`config.mk`:
```
export PLATFORM = sky130hd
export DESIGN_NAME = usbhp_irq_ctrl
export DESIGN_NICKNAME = d
export VERILOG_FILES = /design/src/rtl/usbhp_pkg.sv /design/src/rtl/usbhp_edge_rise.sv /design/src/rtl/usbhp_mode_gate.sv /design/src/rtl/usbhp_flag_bank.sv /design/src/rtl/usbhp_irq_ctrl.sv
export SDC_FILE = /design/constraint.sdc
export NUM_CORES = 1
export LEC_CHECK = 0
export BUFFER_PORTS_ARGS = -buffer_cell sky130_fd_sc_hd__buf_2
export CORE_UTILIZATION = 34
export CTS_CLUSTER_SIZE = 30
export DETAILED_ROUTE_END_ITERATION = 8
export MAX_ROUTING_LAYER = met4
export PLACE_DENSITY = 0.65
export SETUP_SLACK_MARGIN = 0.05
export SLEW_MARGIN = 20
export SYNTH_ARGS = -nofsm -noshare
export SYNTH_HDL_FRONTEND = slang
export SYNTH_SLANG_ARGS = --single-unit
```
`constraint.sdc`:
```
create_clock -name clk -period 0.89 [get_ports clk]
set_clock_uncertainty 0.05 [all_clocks]
set_input_delay 0.089 -clock clk [delete_from_list [all_inputs] [get_ports clk]]
set_output_delay 0.089 -clock clk [all_outputs]
set_load 0.01 [all_outputs]
```
`src/rtl/usbhp_pkg.sv`:
```
package usbhp_pkg;
   localparam int NUM_SRC    = 6;
   localparam int MODE_W     = 3;
   localparam int BIT_SETUP0 = 0;
   localparam int BIT_SETUP1 = 1;
   localparam int BIT_RESUME = 2;
   localparam int BIT_STALL0 = 3;
   localparam int BIT_STALL1 = 4;
   localparam int BIT_STALL2 = 5;

   typedef logic [NUM_SRC-1:0] src_vec_t;
   typedef logic [MODE_W-1:0]  mode_t;

   localparam mode_t MODE_ALL_OFF  = 3'b000;
   localparam mode_t MODE_EP1_CTRL = 3'b011;
endpackage

```
`src/rtl/usbhp_edge_rise.sv`:
```
module usbhp_edge_rise (
   input  logic clk,
   input  logic rst_n,
   input  logic level_i,
   output logic rise_o
);
   logic level_q;

   always_ff @(posedge clk or negedge rst_n) begin
      if (!rst_n) level_q <= 1'b0;
      else        level_q <= level_i;
   end

   assign rise_o = level_i & ~level_q;
endmodule

```
`src/rtl/usbhp_mode_gate.sv`:
```
module usbhp_mode_gate
   import usbhp_pkg::*;
(
   input  mode_t    ep_mode_i,
   input  src_vec_t raw_i,
   output src_vec_t gated_o
);
   src_vec_t allow;

   always_comb begin
      allow             = '1;
      allow[BIT_SETUP1] = (ep_mode_i == MODE_EP1_CTRL);
      allow[BIT_STALL1] = (ep_mode_i != MODE_ALL_OFF);
      allow[BIT_STALL2] = ep_mode_i[MODE_W-1];
   end

   assign gated_o = raw_i & allow;
endmodule

```
`src/rtl/usbhp_flag_bank.sv`:
```
module usbhp_flag_bank #(
   parameter int N = 6
) (
   input  logic         clk,
   input  logic         rst_n,
   input  logic [N-1:0] set_i,
   input  logic [N-1:0] clr_i,
   output logic [N-1:0] flag_o
);
   for (genvar i = 0; i < N; i++) begin : g_bit
      always_ff @(posedge clk or negedge rst_n) begin
         if (!rst_n)        flag_o[i] <= 1'b0;
         else if (set_i[i]) flag_o[i] <= 1'b1;
         else if (clr_i[i]) flag_o[i] <= 1'b0;
      end
   end
endmodule

```
`src/rtl/usbhp_irq_ctrl.sv`:
```
module usbhp_irq_ctrl
   import usbhp_pkg::*;
#(
   parameter int          DATA_W         = 8,
   parameter int          ADDR_W         = 2,
   parameter int          FLAG_ADDR      = 0,
   parameter int          MASK_ADDR      = 1,
   parameter logic [5:0]  MASK_RESET     = 6'h00,
   parameter bit          IRQ_REGISTERED = 1'b1
) (
   input  logic              clk,
   input  logic              rst_n,
   input  logic              reg_wr,
   input  logic              reg_rd,
   input  logic [ADDR_W-1:0] reg_addr,
   input  logic [DATA_W-1:0] reg_wdata,
   output logic [DATA_W-1:0] reg_rdata,
   input  logic              ev_setup_ep0,
   input  logic              ev_setup_ep1,
   input  logic              ev_stall_ep0,
   input  logic              ev_stall_ep1,
   input  logic              ev_stall_ep2,
   input  logic              bus_activity,
   input  logic [2:0]        ep_mode,
   output logic              irq
);
   localparam logic [ADDR_W-1:0] FLAG_A = ADDR_W'(FLAG_ADDR);
   localparam logic [ADDR_W-1:0] MASK_A = ADDR_W'(MASK_ADDR);

   initial begin : elab_checks
      if (DATA_W < NUM_SRC) $fatal(1, "DATA_W must hold all flag bits");
      if (FLAG_ADDR == MASK_ADDR) $fatal(1, "flag and mask addresses collide");
      if (FLAG_ADDR >= (1 << ADDR_W) || MASK_ADDR >= (1 << ADDR_W))
         $fatal(1, "register address out of range");
   end

   logic     act_rise;
   src_vec_t raw_set, set_vec, clr_vec, flag_q, mask_q;
   logic     wr_flag, wr_mask, pend;

   usbhp_edge_rise u_act (
      .clk(clk), .rst_n(rst_n), .level_i(bus_activity), .rise_o(act_rise)
   );

   always_comb begin
      raw_set             = '0;
      raw_set[BIT_SETUP0] = ev_setup_ep0;
      raw_set[BIT_SETUP1] = ev_setup_ep1;
      raw_set[BIT_RESUME] = act_rise;
      raw_set[BIT_STALL0] = ev_stall_ep0;
      raw_set[BIT_STALL1] = ev_stall_ep1;
      raw_set[BIT_STALL2] = ev_stall_ep2;
   end

   usbhp_mode_gate u_gate (
      .ep_mode_i(ep_mode), .raw_i(raw_set), .gated_o(set_vec)
   );

   assign wr_flag = reg_wr && (reg_addr == FLAG_A);
   assign wr_mask = reg_wr && (reg_addr == MASK_A);
   assign clr_vec = wr_flag ? reg_wdata[NUM_SRC-1:0] : '0;

   usbhp_flag_bank #(.N(NUM_SRC)) u_flags (
      .clk(clk), .rst_n(rst_n), .set_i(set_vec), .clr_i(clr_vec), .flag_o(flag_q)
   );

   always_ff @(posedge clk or negedge rst_n) begin
      if (!rst_n)       mask_q <= MASK_RESET;
      else if (wr_mask) mask_q <= reg_wdata[NUM_SRC-1:0];
   end

   logic [DATA_W-1:0] rd_mux;
   always_comb begin
      rd_mux = '0;
      if (reg_addr == FLAG_A)      rd_mux[NUM_SRC-1:0] = flag_q;
      else if (reg_addr == MASK_A) rd_mux[NUM_SRC-1:0] = mask_q;
   end

   always_ff @(posedge clk or negedge rst_n) begin
      if (!rst_n)      reg_rdata <= '0;
      else if (reg_rd) reg_rdata <= rd_mux;
   end

   assign pend = |(flag_q & mask_q);

   if (IRQ_REGISTERED) begin : g_irq_reg
      always_ff @(posedge clk or negedge rst_n) begin
         if (!rst_n) irq <= 1'b0;
         else        irq <= pend;
      end
   end else begin : g_irq_comb
      assign irq = pend;
   end
endmodule

```
Word-level counts from Yosys, hierarchy flattened --
Cells that the tools add are included.
Word-level totals: bits in registers 20, input bits 23, output and inout bits 9, logic and storage cells 42
Cells by class: eq/ne operators 2, mux-type cells 15, bitwise operators 4, reductions and logical operators 11
Operator list (count):
- $mux 6 | 3
- $and 6x6->6 | 2
- $mux 1 | 12
- $reduce_bool 2->1 | 6
- $reduce_or 6->1 | 1
- $eq 3x2->1 const B | 1
- $reduce_bool 3->1 | 1
- $eq 2x1->1 const B | 1
- $logic_and 1x1->1 | 2
- $logic_not 2->1 | 1
- $and 1x1->1 | 1
- $not 1->1 | 1

Logic depth before layout (Yosys ltp) --
Gate-level depths: netlist of the first run.
depth after elaboration 5, depth in mapped cells 3, gate-level depth less buffers 2

Cells and area by module --
From an unflattened synthesis of the first run, not the netlist that was laid out.
Second synthesis, totals: cells, all modules 80, area, all modules 950.9 µm²
By module, submodules not included:
- usbhp_irq_ctrl | instances 1, cells an instance 54, area each 646.9 µm², sequential area each 325.3 µm²
- usbhp_flag_bank | instances 1, cells an instance 18, area each 217.7 µm², sequential area each 150.1 µm²
- usbhp_mode_gate | instances 1, cells an instance 6, area each 47.5 µm², sequential area each 0.0 µm²
- usbhp_edge_rise | instances 1, cells an instance 2, area each 38.8 µm², sequential area each 25.0 µm²

Worst setup path before layout of the first run --
No wires, ideal clock.
path kind input to register, from input port reg_addr[0], to register u_flags.flag_o[5], setup time 0.126 ns, arrival 0.894 ns, data required time 0.714 ns, path slack -0.180 ns, cell stages on the path 3, buffers on the path 1, cells stage by stage buf_6 -> or3b_4 -> a221o_1
Between the ends: longest elaborated chain between the ends 4
Ends and longest elaborated chain:
- start, declared | RTL line usbhp_irq_ctrl.sv:15 | input logic [ADDR_W-1:0] reg_addr,
- $logic_not 2->1 | RTL line usbhp_irq_ctrl.sv:59 | assign wr_flag = reg_wr && (reg_addr == FLAG_A);
- $logic_and 1x1->1 | RTL line usbhp_irq_ctrl.sv:59
- $mux 6 | RTL line usbhp_irq_ctrl.sv:61 | assign clr_vec = wr_flag ? reg_wdata[NUM_SRC-1:0] : '0;
- $reduce_bool 2->1 (no source line)
- end signal, assigned by index | RTL line usbhp_flag_bank.sv:12 | if (!rst_n) flag_o[i] <= 1'b0;
- end signal, assigned by index | RTL line usbhp_flag_bank.sv:13 | else if (set_i[i]) flag_o[i] <= 1'b1;
- end signal, assigned by index | RTL line usbhp_flag_bank.sv:14 | else if (clr_i[i]) flag_o[i] <= 1'b0;
- end, declared | RTL line usbhp_flag_bank.sv:8 | output logic [N-1:0] flag_o
Every way passes these cells. A chain may end at the register's enable or synchronous reset.

==> impl_metrics.py, run 1 <==
metrics = {
    "detailed_routing": {
        "route.detailed.wl_per_inst_um": 11.9,
        "drcViolationCount": 0,
        "number_of_detailed_route_iterations_in_the_first_pass": 2,
        "post_drt_via_cell_ratio": 4.73,
        "route.final.wire_length_mm": 1.80,
        "vias": 714,
        "route.antenna.remaining_nets": 0,
        "drt_iter0_markers": 8,
    },
    "timing": {
        "slew_violations": 0,
        "setup_repair_after_global_routing_missed_its_margin": "true",
        "layout_min_cycle_time_ps": 994,
        "timing.final.hold_violations": 3,
        "fin_crit_sh_pct": 112,
        "maximum_achievable_frequency_mhz": 1010,
        "minimum_hold_slack_ps": -12.3,
        "setup_slack_ps": -104,
        "setup-violations-final": 10,
    },
    "layout": {
        "regArea_um2": 500,
        "antenna_cells_inserted": 0,
        "layout-drive-gt1-share_pct": 46.3,
        "final_core_util_pct": 52.2,
        "fill_cells": 238,
        "most-common-layout-cells": "sky130_fd_sc_hd__buf_2, sky130_fd_sc_hd__dfrtp_1, sky130_fd_sc_hd__buf_4, sky130_fd_sc_hd__inv_1, sky130_fd_sc_hd__dlygate4sd3_1",
        "fin_cells": 151,
        "multi_input_comb_area_um2": 394,
        "numnets_final": 145,
        "area_growth_pct": 44.8,
        "mostFrequentLayoutCell": "sky130_fd_sc_hd__buf_2",
    },
    "synthesis": {
        "syn-mean-instance-area_um2": 12.1,
        "synth.yosys.warnings": 0,
        "synth-seq-cells": 20,
        "synthDistinctLibCells": 23,
        "synthTopCellsByArea": "sky130_fd_sc_hd__dfrtp_1, sky130_fd_sc_hd__mux2_2, sky130_fd_sc_hd__mux2i_1",
        "cell_type_contributing_the_most_total_cell_area_after_synthesis": "sky130_fd_sc_hd__dfrtp_1",
        "synthesis.area_um2": 893,
        "syn_inst": 74,
        "yosys.area.top_type_share_pct": 56.0,
        "proportion_of_synthesized_chip_area_in_sequential_cells_pct": 56.0,
    },
    "die": {
        "floorplan.die.height_um": 53.3,
        "ios": 32,
        "initial_core_util_pct": 36.1,
        "num_rows": 18,
        "chip_width_um": 53.3,
        "die_outline_area_um2": 2840,
        "core_area_um2": 2480,
    },
    "clocking": {
        "clock_insertion_delay_worst_skew_ps": 290,
        "cts.clk_slew.worst_paths_ps": 110,
        "tritoncts": "done",
        "clock_tree.htree_level_count": 1,
        "clock_sink_count": 20,
        "ctsLongestPathBuffers": 2,
        "cts_inserted_buffers": 3,
        "cts_root_buffer": "sky130_fd_sc_hd__clkbuf_4",
    },
    "setup_path": {
        "critPathRequiredTime_ps": 1030,
        "worstSetupStartpointType": "flop",
        "worst-path-buf-inv": 0,
        "worstSetupPathType": "reg2reg",
        "crit_path_end_kind": "flop",
        "critical_path.cell_chain": "nor2b_4 > a221o_1",
        "timing.critical_path.max_delay_family": "flip-flops",
        "critical_path.max_fanout": 4,
        "critPathArrivalTime_ps": 1130,
        "cp_slowest_cell": "sky130_fd_sc_hd__dfrtp_1",
        "worst_path_max_stage_delay_ps": 440,
    },
    "global_route": {
        "overflow": 0,
        "grt_pass1_wl_mm": 2.98,
        "grt_max_degree": 21,
        "track_usage_pct": 15.8,
        "first_global_vias": 659,
        "antenna_found_initial": 0,
    },
    "hold_path": {
        "holdCritPathClass": "in2reg",
    },
    "placed_design": {
        "place_inst": 135,
        "placement.io_buffers": 27,
        "globalplace.congestion": 0.732,
        "dpl.hpwl_mm": 1.37,
    },
    "power_and_ir_drop": {
        "ir_worst_vdd_uv": 1000,
        "cellLeakagePower_nw": 0.667,
        "power_density_nw_per_um2": 1610,
        "totalPowerFinal_mw": 2.08,
    },
    "status": {
        "status": "complete, but fails checks",
        "failed_checks": "negative hold slack, negative setup slack",
    },
    "job": {
        "drv_cap": 0,
    },
}
[synthesized netlist by cell type]
cell	number
sky130_fd_sc_hd__dfrtp_1	20
sky130_fd_sc_hd__inv_1	10
sky130_fd_sc_hd__mux2_2	6
sky130_fd_sc_hd__mux2i_1	6
sky130_fd_sc_hd__o22ai_1	6
sky130_fd_sc_hd__a22oi_1	3
sky130_fd_sc_hd__nor2b_1	3
sky130_fd_sc_hd__a221o_1	2
sky130_fd_sc_hd__a31oi_1	2
sky130_fd_sc_hd__buf_4	2
sky130_fd_sc_hd__nor2_1	2
sky130_fd_sc_hd__a211o_1	1
sky130_fd_sc_hd__and4b_1	1
sky130_fd_sc_hd__buf_6	1
sky130_fd_sc_hd__conb_1	1
sky130_fd_sc_hd__nand2b_1	1
sky130_fd_sc_hd__nand3_1	1
sky130_fd_sc_hd__nand3b_1	1
sky130_fd_sc_hd__nor3b_1	1
sky130_fd_sc_hd__nor4bb_1	1
sky130_fd_sc_hd__o21ai_0	1
sky130_fd_sc_hd__o31ai_1	1
sky130_fd_sc_hd__or3b_4	1
[state kept, by name (all words and copies together), names as in the netlist]
| signal | flops |
|---|---|
| reg_rdata | 6 |
| irq | 1 |
| u_flags.flag_o | 6 |
| mask_q | 6 |
| u_act.level_q | 1 |
[where the power goes]
group	total, mW	internal [mW]	switching (mW)
clock	0.524	0.249	0.275
sequential	1.09	1.01	0.0768
combinational	0.469	0.290	0.179
total	2.08	1.55	0.531
[logic make-up after synthesis]
family / synth area share [%]
flops: 56.0
compound gates: 12.7
buf+inv: 7.14
mux: 14.3
simple gates: 9.38
other cells: 0.420
[worst paths after layout]
kind | from | endpoint | slack [ps] | depth (start not counted)
max | u_flags.flag_o[5] | u_flags.flag_o[5] | -100 | 2
min | ep_mode[0] | u_flags.flag_o[4] | -10 | 3
max reg2reg | u_flags.flag_o[5] | u_flags.flag_o[5] | -100 | 2
min reg2reg | reg_rdata[4] | reg_rdata[4] | 490 | 2
max in group asynchronous | rst_n | u_flags.flag_o[4] | 280 | 2
min in group asynchronous | rst_n | reg_rdata[2] | 210 | 2
[per-layer routing]
metal / share of wire (%) / up-vias / global-route usage (%)
met5: 0 / - / -
met4: 1.1 / 0 / 9.21
met3: 4.7 / 2 / 3.45
met2: 50 / 20 / 24.4
met1: 45 / 339 / 18.8
li1: - / 353 / -
[tightest hold or removal path, stage by stage]
cell and delay (ps):
sky130_fd_sc_hd__buf_2 80, sky130_fd_sc_hd__o31ai_1 60, sky130_fd_sc_hd__o21ai_0 70
[layout make-up]
cell class	count	share of cell area (%)
multi-input cells	42	30.5
clock buffers	4	2.80
flip-flops and latches	20	38.7
inverters	10	2.90
repair buffers	45	22.2
well taps	30	2.90
[what timing repair did]
item,4_1_cts,5_1_grt
hold buffers,7,2
endpoints found under the hold margin,32,9
resized for setup,1,9
pin swaps,3,5
buffers inserted,3,3
setup endpoints to repair,11,21
[per-stage QoR]
step / setup WS [ps] / hold slack, ps / setup TNS [ps] / instance area [um2]
after floorplan: -147 / -257 / -1040 / 928
final: -104 / -12.3 / -714 / 1290
after detailed placement: -207 / 13.1 / -1380 / 1110
after global placement: -178 / 2.08 / -1090 / 1110
after CTS: -98.7 / -27.4 / -814 / 1240
after global routing: -126 / -34.4 / -1180 / 1290
Power figures use the tool's default switching activity.
==> run 2, diff against run 1 <==
--- a/config.mk
+++ b/config.mk
@@ -11,7 +11,7 @@
 export DETAILED_ROUTE_END_ITERATION = 8
 export MAX_ROUTING_LAYER = met4
 export PLACE_DENSITY = 0.65
-export SETUP_SLACK_MARGIN = 0.05
+export SETUP_SLACK_MARGIN = 0.1
 export SLEW_MARGIN = 20
 export SYNTH_ARGS = -nofsm -noshare
 export SYNTH_HDL_FRONTEND = slang
==> run 2 against run 1 <==
The run still ends with negative hold slack, negative setup slack left. Critical path depth stayed put. Clock-buffer cell count stayed put. Design area is 1.3% lower. Combinational power is 5.3% lower. Cell count is 0.66% lower. Non-clock buffer count is 1 lower. Fmax is 0.42% higher. Largest power group unchanged. Highest routed layer unchanged.
==> impl_metrics.py, run 2 (synthesis results as in run 1) <==
metrics = {
    "layout": {
        "most-common-layout-cells": "sky130_fd_sc_hd__buf_2, sky130_fd_sc_hd__dfrtp_1, sky130_fd_sc_hd__inv_1, sky130_fd_sc_hd__buf_4, sky130_fd_sc_hd__dlygate4sd3_1",
        "layout-drive-gt1-share_pct": 45.0,
        "fill_cells": 239,
        "fin_area_um2": 1280,
        "reg_top3": "mask_q x6, reg_rdata x6, u_flags.flag_o x6",
        "area_growth_pct": 43.0,
        "numnets_final": 144,
        "antenna_cells_inserted": 0,
        "mostFrequentLayoutCell": "sky130_fd_sc_hd__buf_2",
        "final_core_util_pct": 51.6,
    },
    "global_route": {
        "grt_max_degree": 21,
        "track_usage_pct": 15.7,
        "first_global_vias": 663,
        "overflow": 0,
        "grt_pass1_wl_mm": 3.00,
        "antenna_found_initial": 0,
    },
    "setup_path": {
        "worstSetupStartpointType": "flop",
        "critPathRequiredTime_ps": 1020,
        "critical_path.max_fanout": 4,
        "worstSetupPathType": "reg2reg",
        "critPathArrivalTime_ps": 1120,
        "crit_path_end_kind": "flop",
    },
    "placed_design": {
        "dpl.hpwl_mm": 1.38,
        "dpl_cell_area_um2": 1110,
        "place_worst_setup_slack_ps": -211,
        "placement.io_buffers": 27,
        "globalplace.congestion": 0.717,
    },
    "detailed_routing": {
        "number_of_detailed_route_iterations_in_the_first_pass": 4,
        "route.antenna.remaining_nets": 0,
        "vias": 711,
        "route.detailed.wl_per_inst_um": 12.2,
        "post_drt_via_cell_ratio": 4.74,
        "drt_iter0_markers": 5,
        "route.final.wire_length_mm": 1.83,
        "drcViolationCount": 0,
    },
    "clocking": {
        "clock_sink_count": 20,
        "clock_tree.htree_level_count": 1,
        "tritoncts": "done",
        "cts.clk_slew.worst_paths_ps": 100,
        "ctsLongestPathBuffers": 2,
        "cts_root_buffer": "sky130_fd_sc_hd__clkbuf_4",
        "clock_insertion_delay_worst_skew_ps": 290,
        "cts_inserted_buffers": 3,
    },
    "timing": {
        "setup_repair_after_global_routing_missed_its_margin": "true",
        "slew_violations": 0,
        "finalSetupTns_ps": -691,
        "setup_slack_ps": -99.9,
        "setup-violations-final": 11,
        "minimum_hold_slack_ps": -9.74,
        "maximum_achievable_frequency_mhz": 1010,
        "timing.final.hold_violations": 4,
        "layout_min_cycle_time_ps": 990,
        "fin_crit_sh_pct": 111,
    },
    "power_and_ir_drop": {
        "ir_worst_vdd_uv": 1150,
        "power_density_nw_per_um2": 1590,
        "cellLeakagePower_nw": 0.651,
    },
    "die": {
        "num_rows": 18,
        "chip_width_um": 53.3,
        "ios": 32,
        "initial_core_util_pct": 36.1,
        "floorplan.die.height_um": 53.3,
        "die_outline_area_um2": 2840,
        "core_area_um2": 2480,
    },
    "status": {
        "status": "complete, but fails checks",
        "failed_checks": "negative hold slack, negative setup slack",
    },
    "job": {
        "drv_cap": 0,
    },
    "hold_path": {
        "holdCritPathClass": "in2reg",
    },
}
## run 2: cell types whose count changed in the layout (fill, tap and decap cells not counted), sizes merged
| cell | previous run | this run |
|---|---|---|
| buf | 38 | 37 |
## run 2: critical path, cell delays in order (launching register included)
cell                      delay, ps
sky130_fd_sc_hd__dfrtp_1        450
sky130_fd_sc_hd__nor2b_4        150
sky130_fd_sc_hd__a221o_1        250
## run 2: repair_timing
item,CTS,global route
buffers inserted,2,2
pin swaps,2,1
hold buffers,7,2
resized for setup,1,7
hold endpoints to repair,32,8
gates cloned,0,0
setup endpoints to repair,24,25
## run 2: power breakdown
part	total, mW	leakage [nW]	internal [mW]	switching (mW)
combinational	0.444	0.406	0.272	0.172
sequential	1.09	0.224	1.01	0.0784
clock	0.499	0.0210	0.249	0.250
## run 2: final cells by class
cell class | instances | area, um2 | share of cell area [%]
inverter | 10 | 37.5 | 2.94
tap | 30 | 37.5 | 2.94
sequential | 20 | 500 | 39.2
timing repair buffer | 44 | 280 | 21.9
multi-input combinational | 42 | 385 | 30.2
clock buffer | 4 | 36.3 | 2.84
## run 2: path summary, 6_finish.rpt
| kind | endpoint | cells past startpoint | startpoint | slack (ps) |
|---|---|---|---|---|
| hold / removal | mask_q[4] | 2 | reg_wdata[4] | -10 |
| min in group asynchronous | reg_rdata[0] | 2 | rst_n | 220 |
| max in group asynchronous | u_flags.flag_o[0] | 2 | rst_n | 270 |
| setup reg to reg | u_flags.flag_o[2] | 2 | u_flags.flag_o[2] | -100 |
| hold reg to reg | reg_rdata[0] | 2 | reg_rdata[0] | 480 |
| setup / recovery | u_flags.flag_o[2] | 2 | u_flags.flag_o[2] | -100 |
## run 2: through the flow
| stage | total power [mW] | hold slack (ps) | cells |
|---|---|---|---|
| floorplan | 1.33 | -257 | 75 |
| global placement | 1.47 | 3.60 | 135 |
| detailed placement | 1.48 | 3.85 | 135 |
| CTS | 2.03 | -18.7 | 148 |
| global route | 2.16 | -23.6 | 150 |
| finish | 2.03 | -9.74 | 150 |
## run 2: layer usage
| metal | share of wire [%] | global-route usage [%] | routed length [um] |
|---|---|---|---|
| met1 | 42 | 19.2 | 770 |
| met2 | 51 | 24.2 | 933 |
| met3 | 4.6 | 3.16 | 84 |
| met4 | 2.0 | 8.33 | 36 |
| met5 | 0 | - | 0 |
==> run 3, diff against run 2 <==
--- a/config.mk
+++ b/config.mk
@@ -6,6 +6,7 @@
 export NUM_CORES = 1
 export LEC_CHECK = 0
 export BUFFER_PORTS_ARGS = -buffer_cell sky130_fd_sc_hd__buf_2
+export CORE_ASPECT_RATIO = 0.7
 export CORE_UTILIZATION = 34
 export CTS_CLUSTER_SIZE = 30
 export DETAILED_ROUTE_END_ITERATION = 8
==> run 3 against run 2 <==
The run ends with negative setup slack left. Sequential power barely moved. Setup slack improved by 17 ps. Flip-flop and latch count did not move. Register-to-register slack improved by 20 ps. Critical path depth did not move. Combinational power fell by 1%. Total power rose by 2.5%. Fmax rose by 1.7%. Design area fell by 2.3%. Non-clock buffer count fell by 4. Global-route usage fell by 0.46 points. Cell count fell by 0.67%. Critical path type unchanged. Critical endpoint unchanged.
==> impl_metrics.py, run 3 (synthesis results as in run 1) <==
metrics = {
    "setup_path": {
        "worstSetupPathType": "reg2reg",
        "critPathRequiredTime_ps": 970,
        "worst_path_max_stage_delay_ps": 410,
        "critPathArrivalTime_ps": 1050,
        "path_depth": 2,
        "critical_path.cell_chain": "nor2b_4 > a221o_1",
        "crit_path_end_kind": "flop",
        "cp_slowest_cell": "sky130_fd_sc_hd__dfrtp_1",
        "reg2regPathDepth": 2,
        "worstSetupStartpointType": "flop",
        "timing.critical_path.max_delay_family": "flip-flops",
        "critical_path.max_fanout": 4,
        "worst-path-buf-inv": 0,
    },
    "clocking": {
        "ctsLongestPathBuffers": 2,
        "tritoncts": "done",
        "clock_insertion_delay_worst_skew_ps": 250,
        "cts_root_buffer": "sky130_fd_sc_hd__clkbuf_8",
        "clock_sink_count": 20,
        "clock_tree.htree_level_count": 1,
        "cts.clk_slew.worst_paths_ps": 60,
        "cts_inserted_buffers": 3,
    },
    "die": {
        "ios": 32,
        "num_rows": 15,
        "core_area_um2": 2480,
        "floorplan.die.height_um": 44.9,
        "chip_width_um": 63.3,
        "initial_core_util_pct": 36.1,
        "die_outline_area_um2": 2840,
    },
    "layout": {
        "numnets_final": 140,
        "final_core_util_pct": 50.4,
        "area_growth_pct": 39.8,
        "layout-drive-gt1-share_pct": 43.5,
        "reg_top3": "mask_q x6, reg_rdata x6, u_flags.flag_o x6",
        "most-common-layout-cells": "sky130_fd_sc_hd__buf_2, sky130_fd_sc_hd__dfrtp_1, sky130_fd_sc_hd__inv_1, sky130_fd_sc_hd__buf_4",
        "antenna_cells_inserted": 0,
        "mostFrequentLayoutCell": "sky130_fd_sc_hd__buf_2",
    },
    "detailed_routing": {
        "route.antenna.remaining_nets": 0,
        "post_drt_via_cell_ratio": 4.63,
        "route.detailed.wl_per_inst_um": 12.0,
        "drcViolationCount": 0,
        "route.final.wire_length_mm": 1.79,
        "drt_iter0_markers": 21,
        "vias": 690,
        "number_of_detailed_route_iterations_in_the_first_pass": 2,
    },
    "placed_design": {
        "dpl.hpwl_mm": 1.41,
        "globalplace.congestion": 0.751,
        "placement.io_buffers": 27,
        "place_worst_setup_slack_ps": -231,
    },
    "timing": {
        "finalSetupTns_ps": -276,
        "layout_min_cycle_time_ps": 973,
        "fin_crit_sh_pct": 109,
        "setup_slack_ps": -83.0,
        "timing.final.hold_violations": 0,
        "setup_repair_after_global_routing_missed_its_margin": "true",
        "setup-violations-final": 10,
        "slew_violations": 0,
        "maximum_achievable_frequency_mhz": 1030,
    },
    "job": {
        "drv_cap": 0,
    },
    "hold_path": {
        "holdCritPathClass": "in2reg",
        "min_path_cells": 3,
    },
    "global_route": {
        "track_usage_pct": 15.2,
        "first_global_vias": 676,
        "overflow": 0,
        "grt_pass1_wl_mm": 3.06,
        "antenna_found_initial": 0,
        "grt_max_degree": 21,
    },
    "status": {
        "status": "complete, but fails checks",
        "failed_checks": "negative setup slack",
    },
    "power_and_ir_drop": {
        "ir_worst_vdd_uv": 735,
        "power_density_nw_per_um2": 1670,
        "cellLeakagePower_nw": 0.635,
    },
}
[run 3: worst register-to-register path, stage by stage, from the launching register on]
cell and delay (ps):
sky130_fd_sc_hd__dfrtp_1 410, sky130_fd_sc_hd__nor2b_4 140, sky130_fd_sc_hd__a221o_1 260
[run 3: area by class of cell]
class	count	area, um2
clock buffers	3	41.3
fillers	234	1230
inverters	10	37.5
multi-input cells	42	380
flip-flops and latches	20	500
well taps	34	42.5
repair buffers	40	246
[run 3: report_power, final]
group / leakage (nW) / internal, mW / switching [mW] / total, mW
Combinational: 0.390 / 0.266 / 0.173 / 0.439
Clock: 0.0216 / 0.300 / 0.252 / 0.552
Sequential: 0.224 / 1.01 / 0.0788 / 1.09
[run 3: routing by layer]
layer / part of all wire [%] / vias to the layer above / GRT usage (%) / wire length (um)
met4: 0 / 0 / 2.73 / 0
met2: 46 / 24 / 22.8 / 820
met1: 47 / 318 / 19.5 / 834
met5: 0 / - / - / 0
li1: - / 348 / - / -
met3: 7.5 / 0 / 6.57 / 134
[run 3: path summary, 6_finish.rpt]
check / startpoint / end / slack [ps]
setup / recovery: u_flags.flag_o[2] / u_flags.flag_o[2] / -80
hold / removal: ev_stall_ep1 / u_flags.flag_o[4] / 20
setup reg to reg: u_flags.flag_o[2] / u_flags.flag_o[2] / -80
hold reg to reg: reg_rdata[1] / reg_rdata[1] / 480
max in group asynchronous: rst_n / mask_q[2] / 230
min in group asynchronous: rst_n / reg_rdata[4] / 260
[run 3: through the flow]
step	hold slack (ps)	std cells	area, um2	total power, mW
after floorplan	-257	75	928	1.33
after global placement	6.13	137	1100	1.46
after detailed placement	6.88	137	1100	1.48
after CTS	13.3	148	1220	2.09
after global routing	17.2	149	1250	2.21
final	17.1	149	1250	2.08
[run 3: what timing repair did]
action                                  CTS  global route
endpoints found under the setup margin   23            23
resized for setup                         1             5
hold buffers                              4             0
hold endpoints to repair                 23             0
buffers inserted                          4             1
pin swaps                                 2             2
